==> src/rtl/dirPkg.sv <==
package dirPkg;
  typedef enum logic [1:0] {
    MSG_SUPPLY     = 2'd0,
    MSG_RECALL_SHR = 2'd1,
    MSG_RECALL_INV = 2'd2,
    MSG_INVAL      = 2'd3
  } msgKind_e;

  // strobes from control to datapath
  typedef struct packed {
    logic latchReq;
    logic writeBack;
    logic invSent;
    logic ackTaken;
    logic commit;
  } strobes_t;
endpackage

==> src/rtl/dirDatapath.sv <==
module dirDatapath import dirPkg::*; #(
  parameter int NUM_PROCS  = 4,
  parameter int NUM_BLOCKS = 8,
  parameter int DATA_W     = 32,
  parameter int PROC_W     = $clog2(NUM_PROCS),
  parameter int ADDR_W     = $clog2(NUM_BLOCKS)
) (
  input  logic              clk,
  input  logic              rstN,
  input  strobes_t          stb,
  input  msgKind_e          kind,
  input  logic              reqWrite,
  input  logic [PROC_W-1:0] reqProc,
  input  logic [ADDR_W-1:0] reqAddr,
  input  logic [DATA_W-1:0] ackData,
  output logic              dirtyHit,
  output logic              isWrite,
  output logic              pendEmpty,
  output logic              pendLast,
  output logic              ackZero,
  output logic [PROC_W-1:0] msgDest,
  output logic [ADDR_W-1:0] msgAddr,
  output logic [DATA_W-1:0] msgData
);
  localparam int CNT_W = PROC_W + 1;

  logic [NUM_PROCS-1:0] presReg [NUM_BLOCKS];
  logic [NUM_BLOCKS-1:0] dirtyReg;
  logic [DATA_W-1:0]    memReg  [NUM_BLOCKS];
  logic [ADDR_W-1:0]    addrQ;
  logic [PROC_W-1:0]    procQ;
  logic                 writeQ;
  logic [NUM_PROCS-1:0] pendMask;
  logic [CNT_W-1:0]     ackCnt;

  function automatic logic [PROC_W-1:0] lowIdx(input logic [NUM_PROCS-1:0] v);
    lowIdx = '0;
    for (int k = NUM_PROCS - 1; k >= 0; k--)
      if (v[k]) lowIdx = k[PROC_W-1:0];
  endfunction

  function automatic logic [NUM_PROCS-1:0] oneHot(input logic [PROC_W-1:0] p);
    oneHot = '0;
    oneHot[p] = 1'b1;
  endfunction

  assign dirtyHit  = dirtyReg[addrQ];
  assign isWrite   = writeQ;
  assign pendEmpty = (pendMask == '0);
  assign pendLast  = ((pendMask & (pendMask - 1'b1)) == '0);
  assign ackZero   = (ackCnt == '0);
  assign msgAddr   = addrQ;
  assign msgData   = memReg[addrQ];

  always_comb begin
    unique case (kind)
      MSG_RECALL_SHR, MSG_RECALL_INV: msgDest = lowIdx(presReg[addrQ]);
      MSG_INVAL:                      msgDest = lowIdx(pendMask);
      default:                        msgDest = procQ;
    endcase
  end

  always_ff @(posedge clk) begin
    if (!rstN) begin
      addrQ    <= '0;
      procQ    <= '0;
      writeQ   <= 1'b0;
      pendMask <= '0;
      ackCnt   <= '0;
    end else begin
      if (stb.latchReq) begin
        addrQ  <= reqAddr;
        procQ  <= reqProc;
        writeQ <= reqWrite;
        pendMask <= (reqWrite && !dirtyReg[reqAddr]) ?
                    (presReg[reqAddr] & ~oneHot(reqProc)) : '0;
      end else if (stb.invSent) begin
        pendMask <= pendMask & (pendMask - 1'b1);
      end
      ackCnt <= ackCnt + CNT_W'(stb.invSent) - CNT_W'(stb.ackTaken);
    end
  end

  generate
    for (genvar b = 0; b < NUM_BLOCKS; b++) begin : gEntry
      always_ff @(posedge clk) begin
        if (!rstN) begin
          presReg[b]  <= '0;
          dirtyReg[b] <= 1'b0;
          memReg[b]   <= '0;
        end else if (addrQ == ADDR_W'(b)) begin
          if (stb.writeBack) memReg[b] <= ackData;
          if (stb.commit) begin
            presReg[b]  <= writeQ ? oneHot(procQ) : (presReg[b] | oneHot(procQ));
            dirtyReg[b] <= writeQ;
          end
        end
      end

      p_single_owner_r2: assert property (@(posedge clk) disable iff (!rstN)
        dirtyReg[b] |-> $onehot(presReg[b]));
    end
  endgenerate

  p_ack_no_underflow_r7: assert property (@(posedge clk) disable iff (!rstN)
    (stb.ackTaken && !stb.invSent) |-> (ackCnt != '0));
endmodule

==> src/rtl/dirControl.sv <==
module dirControl import dirPkg::*; (
  input  logic     clk,
  input  logic     rstN,
  input  logic     reqValid,
  output logic     reqReady,
  output logic     msgValid,
  input  logic     msgReady,
  output msgKind_e kind,
  input  logic     ackValid,
  input  logic     dirtyHit,
  input  logic     isWrite,
  input  logic     pendEmpty,
  input  logic     pendLast,
  input  logic     ackZero,
  output strobes_t stb
);
  typedef enum logic [2:0] {
    S_IDLE, S_DECIDE, S_RECALL_SEND, S_RECALL_WAIT, S_INV_SEND, S_INV_WAIT, S_SUPPLY
  } state_e;

  state_e state, stateNext;

  always_comb begin
    stateNext = state;
    stb       = '0;
    reqReady  = 1'b0;
    msgValid  = 1'b0;
    kind      = MSG_SUPPLY;
    unique case (state)
      S_IDLE: begin
        reqReady = 1'b1;
        if (reqValid) begin
          stb.latchReq = 1'b1;
          stateNext    = S_DECIDE;
        end
      end
      S_DECIDE: begin
        if (dirtyHit)                   stateNext = S_RECALL_SEND;
        else if (isWrite && !pendEmpty) stateNext = S_INV_SEND;
        else                            stateNext = S_SUPPLY;
      end
      S_RECALL_SEND: begin
        msgValid = 1'b1;
        kind     = isWrite ? MSG_RECALL_INV : MSG_RECALL_SHR;
        if (msgReady) stateNext = S_RECALL_WAIT;
      end
      S_RECALL_WAIT: begin
        if (ackValid) begin
          stb.writeBack = 1'b1;
          stateNext     = S_SUPPLY;
        end
      end
      S_INV_SEND: begin
        msgValid     = 1'b1;
        kind         = MSG_INVAL;
        stb.ackTaken = ackValid;
        if (msgReady) begin
          stb.invSent = 1'b1;
          if (pendLast) stateNext = S_INV_WAIT;
        end
      end
      S_INV_WAIT: begin
        stb.ackTaken = ackValid;
        if (ackZero) stateNext = S_SUPPLY;
      end
      default: begin
        msgValid = 1'b1;
        kind     = MSG_SUPPLY;
        if (msgReady) begin
          stb.commit = 1'b1;
          stateNext  = S_IDLE;
        end
      end
    endcase
  end

  always_ff @(posedge clk) begin
    if (!rstN) state <= S_IDLE;
    else       state <= stateNext;
  end

  p_recall_then_supply_r4: assert property (@(posedge clk) disable iff (!rstN)
    (state == S_RECALL_WAIT && ackValid) |=> (state == S_SUPPLY));

  p_req_held_r8: assert property (@(posedge clk) disable iff (!rstN)
    (state == S_IDLE && reqValid) |=> !reqReady);
endmodule

==> src/rtl/dirHome.sv <==
module dirHome import dirPkg::*; #(
  parameter int NUM_PROCS  = 4,
  parameter int NUM_BLOCKS = 8,
  parameter int DATA_W     = 32,
  localparam int PROC_W    = $clog2(NUM_PROCS),
  localparam int ADDR_W    = $clog2(NUM_BLOCKS)
) (
  input  logic              clk,
  input  logic              rstN,
  input  logic              reqValid,
  output logic              reqReady,
  input  logic              reqWrite,
  input  logic [PROC_W-1:0] reqProc,
  input  logic [ADDR_W-1:0] reqAddr,
  output logic              msgValid,
  input  logic              msgReady,
  output logic [1:0]        msgKind,
  output logic [PROC_W-1:0] msgDest,
  output logic [ADDR_W-1:0] msgAddr,
  output logic [DATA_W-1:0] msgData,
  input  logic              ackValid,
  input  logic [DATA_W-1:0] ackData
);
  strobes_t stb;
  msgKind_e kind;
  logic dirtyHit, isWrite, pendEmpty, pendLast, ackZero;

  dirControl uCtrl (
    .clk(clk), .rstN(rstN), .reqValid(reqValid), .reqReady(reqReady),
    .msgValid(msgValid), .msgReady(msgReady), .kind(kind), .ackValid(ackValid),
    .dirtyHit(dirtyHit), .isWrite(isWrite), .pendEmpty(pendEmpty),
    .pendLast(pendLast), .ackZero(ackZero), .stb(stb)
  );

  dirDatapath #(
    .NUM_PROCS(NUM_PROCS), .NUM_BLOCKS(NUM_BLOCKS), .DATA_W(DATA_W)
  ) uPath (
    .clk(clk), .rstN(rstN), .stb(stb), .kind(kind), .reqWrite(reqWrite),
    .reqProc(reqProc), .reqAddr(reqAddr), .ackData(ackData),
    .dirtyHit(dirtyHit), .isWrite(isWrite), .pendEmpty(pendEmpty),
    .pendLast(pendLast), .ackZero(ackZero), .msgDest(msgDest),
    .msgAddr(msgAddr), .msgData(msgData)
  );

  assign msgKind = kind;

  p_supply_after_acks_r7: assert property (@(posedge clk) disable iff (!rstN)
    (msgValid && kind == MSG_SUPPLY) |-> ackZero);

  p_msg_hold_r9: assert property (@(posedge clk) disable iff (!rstN)
    (msgValid && !msgReady) |=> (msgValid && $stable(msgKind) && $stable(msgDest)
                                  && $stable(msgAddr) && $stable(msgData)));
endmodule

==> config.mk <==
export PLATFORM = sky130hd
export DESIGN_NAME = dirHome
export DESIGN_NICKNAME = d
export VERILOG_FILES = /design/src/rtl/dirPkg.sv /design/src/rtl/dirDatapath.sv /design/src/rtl/dirControl.sv /design/src/rtl/dirHome.sv
export SDC_FILE = /design/constraint.sdc
export NUM_CORES = 1
export LEC_CHECK = 0
export CAP_MARGIN = 40
export CORE_MARGIN = 3
export CORE_UTILIZATION = 25
export CTS_BUF_LIST = sky130_fd_sc_hd__clkbuf_16
export DETAILED_ROUTE_END_ITERATION = 6
export MAX_ROUTING_LAYER = met4
export SYNTH_ARGS = -nofsm -noshare
export SYNTH_HDL_FRONTEND = slang
export SYNTH_SLANG_ARGS = --single-unit
==> constraint.sdc <==
create_clock -name clk -period 5.38 [get_ports clk]
set_input_delay 0.807 -clock clk [delete_from_list [all_inputs] [get_ports clk]]
set_output_delay 0.807 -clock clk [all_outputs]
set_load 0.02 [all_outputs]
==> results of run 1 <==
state kept, by name, summed over array words and instances (netlist names), 2 cells and up, named ones only:
name	count
uPath.procQ	2
uPath.pendMask	4
uPath.dirtyReg	8
uPath.ackCnt	3
uPath.msgAddr	3
uCtrl.state	3
uPath.presReg	32
uPath.memReg	256
logic make-up (layout without fill, tap and decap cells):
family                   Yosys count  in the layout  share of synthesized area
other                              0              2                          0
multiplexers                     124            124                      0.156
AO/OA/AOI/OAI                     89             89                     0.0358
flip-flops                       315            315                      0.623
AND/OR/NAND/NOR                  397            397                      0.153
XOR/XNOR                           2              2                    0.00119
buffers and inverters             84            190                     0.0254
adder cells (fa/ha/maj)            6              6                    0.00551
per-layer routing:
layer,share of wire,vias to the layer above
met3,0.051,55
met2,0.49,217
li1,-,3929
met4,0.020,0
met5,0,-
met1,0.44,4381
power breakdown:
part / internal (mW) / leakage, nW / switching (mW)
Sequential: 2.79 / 3.20 / 0.171
Clock: 1.33 / 0.590 / 1.01
Combinational: 0.672 / 2.41 / 0.739
Total: 4.80 / 6.20 / 1.92
final cells by class:
class	instances	share of cell area
sequential	315	0.520
multi-input combinational	618	0.300
timing repair buffer	106	0.0578
tap	765	0.0541
clock buffer	36	0.0509
clock inverter	29	0.0134
inverter	19	0.00417
antenna	2	0.000283
cell usage in the layout, fill, tap and decap left out, types with 4 or more instances in the layout:
cell,netlist,final
nor2_1,17,9
and2_1,260,260
buf_4,0,21
o21ai_4,0,8
nor2_2,0,8
clkinv_1,1,9
mux4_2,82,82
o22ai_1,5,5
a211oi_1,4,4
dfxtp_1,27,24
mux2i_1,9,9
nor3_1,6,6
nand3_1,14,14
mux2_2,33,33
edfxtp_1,288,288
nand2_1,76,76
a21o_1,4,4
o21ai_0,17,9
a21oi_1,46,46
inv_1,17,29
nand2b_1,6,6
clkdlybuf4s50_1,0,83
ha_1,4,4
clkbuf_16,0,36
critical path, delay by kind of cell, from the launching register on:
| family | cells | cell delay (ps) |
|---|---|---|
| flip-flops | 1 | 870 |
| buffers and inverters | 2 | 1070 |
| multiplexers | 2 | 710 |
how the worst min path moves through the flow:
stage	startpoint	end	slack, ps	cells after the start
2_1_floorplan	uPath.dirtyReg[6]$_SDFFE_PN0P_	uPath.dirtyReg[6]$_SDFFE_PN0P_	450	2
3_3_place_gp	uPath.dirtyReg[5]$_SDFFE_PN0P_	uPath.dirtyReg[5]$_SDFFE_PN0P_	470	2
3_5_place_dp	uPath.isWrite$_SDFFE_PN0P_	uPath.isWrite$_SDFFE_PN0P_	480	2
4_1_cts	uPath.isWrite$_SDFFE_PN0P_	uPath.isWrite$_SDFFE_PN0P_	490	2
5_1_grt	uPath.dirtyReg[1]$_SDFFE_PN0P_	uPath.dirtyReg[1]$_SDFFE_PN0P_	530	2
6_report	uPath.isWrite$_SDFFE_PN0P_	uPath.isWrite$_SDFFE_PN0P_	490	2
per-stage QoR:
| stage | area (um2) | hold slack (ps) |
|---|---|---|
| after global routing | 17700 | 526 |
| after CTS | 17700 | 494 |
| after global placement | 16500 | 471 |
| after detailed placement | 16600 | 483 |
| after floorplan | 14800 | 455 |
| final | 17700 | 494 |
==> results.cfg, run 1 <==
[grt]
gr-total-overflow = 0
track_usage = 0.125
use_met2 = 0.203
grt_max_degree = 49
grt_pass1_wl_um = 57400
top_usage_layer = met2
use_met3 = 0.0218
grt_pass1_vias = 9136
met1_usage = 0.161
antenna_found_initial = 2

[logic_synthesis]
synth_nets = 1065
synth_edf_count = 288
syn_inst = 1017
synth.most_common_cell = edfxtp_1
ys_seq_elements = 315
yosys.area.top_type_share = 0.586
synth_top_flop_cell = edfxtp_1
syn_area_per_cell_um2 = 14.5
ys_async_sr_fraction = 0
ys_seq_area_frac = 0.623
synth_common_cells = edfxtp_1, and2_1, mux4_2
ys_warn_count = 0
yosys.area.top_type = edfxtp_1
ys_top_cells_by_area = edfxtp_1, mux4_2, and2_1
synth_area_um2 = 14800
post_synth_num_cell_types = 46

[power_and_ir_drop]
total_leakage_power_nw = 6.20
ir_drop_mv = 0.184
total_power_mw = 6.71
powerDensity_nw_per_um2 = 379

[sta]
max_slew_margin = 0.429
hold_viol = 0
report.final.setup_viol = 0
tns_ps = 0
setup_ws_ps = 1340
tightest_slew_ps = 854
finalCriticalPeriod_ps = 4040
max_freq_mhz = 247
finalClockSkew_ps = 30.9
period_share = 0.751
rsz0062_at_grt = no
drv_slew = 0

[worst_setup_path]
endpoint_kind = primary output
critical_path_arrival_ps = 3230
worstPathMaxFanout = 48
rrSetupSlack_ps = 2300
endpoint = msgData[20]
r2r-end = uPath.memReg[3][22]$_SDFFCE_PN0P_
cpMaxStageDelayCell = dfxtp_4
max_stage_delay_ps = 870
critPathRequiredTime_ps = 4570
critical_path.cell_chain = buf_4 > mux4_2 > mux2_2 > clkdlybuf4s50_1
rr_worst_depth = 5
crit_type = reg -> out
cp-start-kind = register
timing.rr.start = uCtrl.state[1]$_SDFFE_PN0P_

[clocking]
cts_sinks = 315
post_cts_resized = 0
cts-root-buf = clkbuf_16
clk_latency_ps = 570
cts_hold_buf = 0
cts_made_buffers = 36
post_cts_buffers = 0
path_clk_slew_ps = 60
cts_tree = built
cts_htree_levels = 2
cts_buffer_depth = 3

[die]
initial_utilization = 0.254
num_rows = 88
dieArea_um2 = 62000
io_pins = 84
die_w_um = 249
core_area_um2 = 58000
die_y_um = 249

[finish]
nFillCells = 5686
final_cells = 1890
fin_util = 0.305
drive_gt1_frac = 0.186
seqCellArea_um2 = 9200
finalNetCount = 1144
multi_input_area_um2 = 5310
syn_to_final_growth_pct = 19.9

[placed_design]
gp_congestion = 0.804
dp_hpwl_um = 23400
pre_cts_slack_ps = 1680
place_inst = 1823
port_buffers = 83

[routing]
drc_errors = 0
firstDrtPassIters = 5
ant_nets = 0
num_vias = 8582
viasPerCell = 4.54
drt_iter0_drc = 677
wl_um = 37800
detail_route.wl_per_cell_um = 20.0

[min_path]
hold_class = reg -> reg

[job]
maxCapViolCount = 0

[outcome]
status = complete, no violations
Power figures use the tool's default switching activity.
==> run 2: changes to the inputs <==
- clock period: 5.38 -> 3.8 ns (I/O delays scaled with it)
==> results.cfg, run 2 (synthesis results as in run 1) <==
[outcome]
status = complete, no violations

[grt]
grt_max_degree = 66
track_usage = 0.124
grt_pass1_vias = 8987
gr-total-overflow = 0
grt_pass1_wl_um = 57400
antenna_found_initial = 2

[power_and_ir_drop]
ir_drop_mv = 0.334
total_leakage_power_nw = 6.19
powerDensity_nw_per_um2 = 532

[finish]
drive_gt1_frac = 0.190
nFillCells = 5691
largest-register = uPath.memReg
finalNetCount = 1147
layout_commonest_cell = edfxtp_1
final_cell_mix = edfxtp_1, and2_1, clkdlybuf4s50_1, mux4_2, nand2_1
syn_to_final_growth_pct = 19.7
reg_top3 = uPath.memReg x256, uPath.presReg x32, uPath.dirtyReg x8
largest_reg_flops = 256

[sta]
rsz0062_at_grt = no
tns_ps = 0
finalClockSkew_ps = 19.4
max_freq_mhz = 277
finalCriticalPeriod_ps = 3610
report.final.setup_viol = 0
drv_slew = 0
hold_viol = 0
tightest_slew_ps = 661
period_share = 0.951
max_slew_margin = 0.559
fin_worst_hold_slack_ps = 498

[worst_setup_path]
critical_path_arrival_ps = 3040
rrSetupSlack_ps = 1100
critPathRequiredTime_ps = 3230
endpoint_kind = primary output
path_delay_family = buffers and inverters
cp-start-kind = register
cpMaxStageDelayCell = clkdlybuf4s50_1
worstPathMaxFanout = 65
critical_path.cell_chain = buf_12 > mux4_2 > mux2_2 > a211oi_1 > a211o_1 > clkdlybuf4s50_1
crit_type = reg -> out
path_buf_inv = 2
timing.rr.start = uCtrl.state[1]$_SDFFE_PN0P_
max_stage_delay_ps = 620

[die]
dieArea_um2 = 62000
core_area_um2 = 58000
die_w_um = 249
die_y_um = 249
io_pins = 84
num_rows = 88
initial_utilization = 0.254

[routing]
num_vias = 8737
wl_um = 38000
firstDrtPassIters = 5
viasPerCell = 4.62
detail_route.wl_per_cell_um = 20.1
drt_iter0_drc = 693
ant_nets = 0
drc_errors = 0

[placed_design]
port_buffers = 83
dp_hpwl_um = 21900
gp_congestion = 0.844

[clocking]
cts-root-buf = clkbuf_16
post_cts_resized = 0
post_cts_buffers = 0
path_clk_slew_ps = 60
cts_hold_buf = 0
cts_made_buffers = 36
cts_tree = built
cts_htree_levels = 2
cts_sinks = 315
clk_latency_ps = 530
cts_buffer_depth = 3

[job]
maxCapViolCount = 0

[min_path]
hold_class = reg -> reg
min_from = uPath.dirtyReg[7]$_SDFFE_PN0P_
==> run 2: cell types whose count changed in the layout (fill, tap and decap cells not counted), moves of 2 or more <==
| cell | delta |
|---|---|
| clkinv_1 | -3 |
| clkinv_2 | +3 |
| bufinv_16 | -2 |
| buf_4 | +3 |
==> run 2: layer usage <==
layer / part of all wire / wire length, um / vias to the layer above / GRT usage
met2: 0.48 / 18300 / 265 / 0.199
li1: - / - / 3932 / -
met5: 0 / 0 / - / -
met4: 0.021 / 791 / 0 / 0.0308
met3: 0.056 / 2150 / 57 / 0.0222
met1: 0.44 / 16800 / 4483 / 0.163
==> run 2: layout make-up <==
type / instances / area, um2 / area share
antenna: 2 / 5.00 / 0.000283
clock buffer: 37 / 926 / 0.0524
clock inverter: 26 / 155 / 0.00878
inverter: 19 / 73.8 / 0.00418
multi-input combinational: 618 / 5310 / 0.300
sequential: 315 / 9200 / 0.520
tap: 765 / 957 / 0.0542
timing repair buffer: 109 / 1050 / 0.0595
==> run 2: power by group <==
part	internal [mW]	switching [mW]	total, mW
clock	1.78	1.41	3.19
sequential	3.96	0.174	4.13
combinational	0.957	1.13	2.08
total	6.69	2.71	9.40
==> run 2: final timing paths <==
path | cells past startpoint | endpoint
hold / removal | 2 | uPath.dirtyReg[7]$_SDFFE_PN0P_
setup reg to reg | 5 | uPath.memReg[7][11]$_SDFFCE_PN0P_
setup / recovery | 6 | msgDest[1]
hold reg to reg | 2 | uPath.dirtyReg[7]$_SDFFE_PN0P_
==> run 2: worst register-to-register path: stages, from the launching register on <==
cell and delay (ps):
dfxtp_1 670, nand2_1 180, nor3_2 360, nand3_1 350, o21ai_4 220, buf_4 530
==> run 2: metrics by stage <==
step	utilization	std cells	total power [mW]	cell area, um2	setup slack (ps)
CTS	0.304	1889	9.51	17700	132
global route	0.304	1890	9.78	17700	47.5
global placement	0.286	1826	6.30	16600	730
finish	0.305	1891	9.40	17700	185
detailed placement	0.286	1826	6.32	16600	719
floorplan	-	1017	5.50	14800	42.3
==> run 3: changes to the inputs <==
- CORE_UTILIZATION: 25 -> 50
- PLACE_DENSITY: not set -> 0.71
- clock period: 3.8 -> 3 ns (I/O delays scaled with it)
==> results.cfg, run 3 (synthesis results as in run 1) <==
[outcome]
status = complete, no violations

[clocking]
cts_hold_buf = 0
path_clk_slew_ps = 50
cts_tree = built
cts-root-buf = clkbuf_16
cts_buffer_depth = 3
cts_made_buffers = 34
cts_sinks = 315
clk_latency_ps = 510
cts_htree_levels = 2

[die]
initial_utilization = 0.510
num_rows = 62
die_w_um = 178
dieArea_um2 = 31600
core_area_um2 = 28900
io_pins = 84
die_y_um = 178

[grt]
track_usage = 0.236
grt_max_degree = 43
antenna_found_initial = 1
grt_pass1_vias = 9050
gr-total-overflow = 0
grt_pass1_wl_um = 54600

[worst_setup_path]
critPathRequiredTime_ps = 2550
crit_type = reg -> out
rrSetupSlack_ps = 540
rr_worst_depth = 5
timing.rr.start = uPath.msgAddr[2]$_SDFFE_PN0P_
endpoint_kind = primary output
worstPathMaxFanout = 10
r2r-end = uPath.memReg[1][0]$_SDFFCE_PN0P_
critical_path_arrival_ps = 2470
cp-start-kind = register

[finish]
layout_commonest_cell = edfxtp_1
seqCellArea_um2 = 9200
multi_input_area_um2 = 5310
reg_top3 = uPath.memReg x256, uPath.presReg x32, uPath.dirtyReg x8
largest-register = uPath.memReg
largest_reg_flops = 256
final_cell_mix = edfxtp_1, and2_1, mux4_2, nand2_1, clkdlybuf4s50_1
finalNetCount = 1173
final_cells = 1535
syn_to_final_growth_pct = 19.1
drive_gt1_frac = 0.210
nFillCells = 2148
fin_util = 0.607
finish.instance_area_um2 = 17600

[routing]
viasPerCell = 5.80
wl_um = 35400
ant_nets = 0
num_vias = 8900
detail_route.wl_per_cell_um = 23.0
firstDrtPassIters = 5
drc_errors = 0
drt_iter0_drc = 883

[sta]
report.final.setup_viol = 0
rsz0062_at_grt = no
drv_slew = 0
hold_viol = 0
fin_worst_hold_slack_ps = 487
max_slew_margin = 0.581
period_share = 0.974
finalClockSkew_ps = 15.4
finalCriticalPeriod_ps = 2920
setup_ws_ps = 78.1
max_freq_mhz = 342
tightest_slew_ps = 626

[min_path]
whs_endpoint = uPath.isWrite$_SDFFE_PN0P_
min_from = uPath.isWrite$_SDFFE_PN0P_
hold_depth = 2
hold_class = reg -> reg

[power_and_ir_drop]
p_comb_frac = 0.225
clockPowerShare = 0.333
powerDensity_nw_per_um2 = 672
p_seq_frac = 0.442
total_leakage_power_nw = 6.56
netSwitchingFraction = 0.276
ir_drop_mv = 0.509
p_switching_mw = 3.26
intPower_mw = 8.56

[placed_design]
gp_congestion = 0.869
pre_cts_slack_ps = 307
port_buffers = 83
place_inst = 1465
dpl_cell_area_um2 = 16400
dp_hpwl_um = 20900

[job]
maxCapViolCount = 0
## run 3: critical path, cell delays in order (launching register included)
cell	delay, ps
dfxtp_4	370
buf_12	140
bufbuf_16	300
mux4_2	520
mux2_2	310
dlygate4sd2_1	330
## run 3: worst max-delay path by stage
| stage | startpoint | to | slack, ps | cells past startpoint |
|---|---|---|---|---|
| 2_1_floorplan | uPath.msgAddr[2]$_SDFFE_PN0P_ | uPath.memReg[7][0]$_SDFFCE_PN0P_ | -710 | 3 |
| 3_3_place_gp | register | msgData[18] | 340 | 4 |
| 3_5_place_dp | uCtrl.state[1]$_SDFFE_PN0P_ | msgDest[1] | 310 | 8 |
| 4_1_cts | register | msgData[4] | 5 | 5 |
| 5_1_grt | register | msgData[9] | 60 | 5 |
| 6_report | register | msgData[9] | 80 | 5 |
## run 3: timing repair
action | CTS | global route
setup buffers | 5 | 0
pin swaps | 0 | 0
endpoints found under the setup margin | 34 | 9
cloned | 3 | 0
gates resized for setup | 30 | 12
## run 3: per-stage QoR
stage	TNS, ps	total power, mW
6_report	0	11.8
5_1_grt	0	12.3
4_1_cts	0	11.9
3_5_place_dp	0	7.94
3_3_place_gp	0	7.91
2_1_floorplan	-111210	6.96
## run 3: cell type report
type	count	share of cell area
clock inverters	26	0.00940
multi-input cells	618	0.302
clock buffers	35	0.0498
repair buffers	137	0.0837
well taps	384	0.0273
inverters	19	0.00420
flip-flops and latches	315	0.523
diodes	1	0.000142
## run 3: power groups by stage
stage / sequential, mW / combinational [mW] / clock (mW)
floorplan: 5.20 / 1.76 / 0
global placement: 5.30 / 2.60 / 0
detailed placement: 5.32 / 2.63 / 0
CTS: 5.22 / 2.69 / 3.98
global route: 5.26 / 2.86 / 4.16
finish: 5.22 / 2.66 / 3.93
## run 3: per-layer routing
| metal | routed length, um | global-route usage | vias up |
|---|---|---|---|
| li1 | - | - | 3986 |
| met1 | 15200 | 0.334 | 4485 |
| met2 | 16900 | 0.363 | 370 |
| met3 | 2500 | 0.0351 | 59 |
| met4 | 739 | 0.0668 | 0 |
| met5 | 0 | - | - |
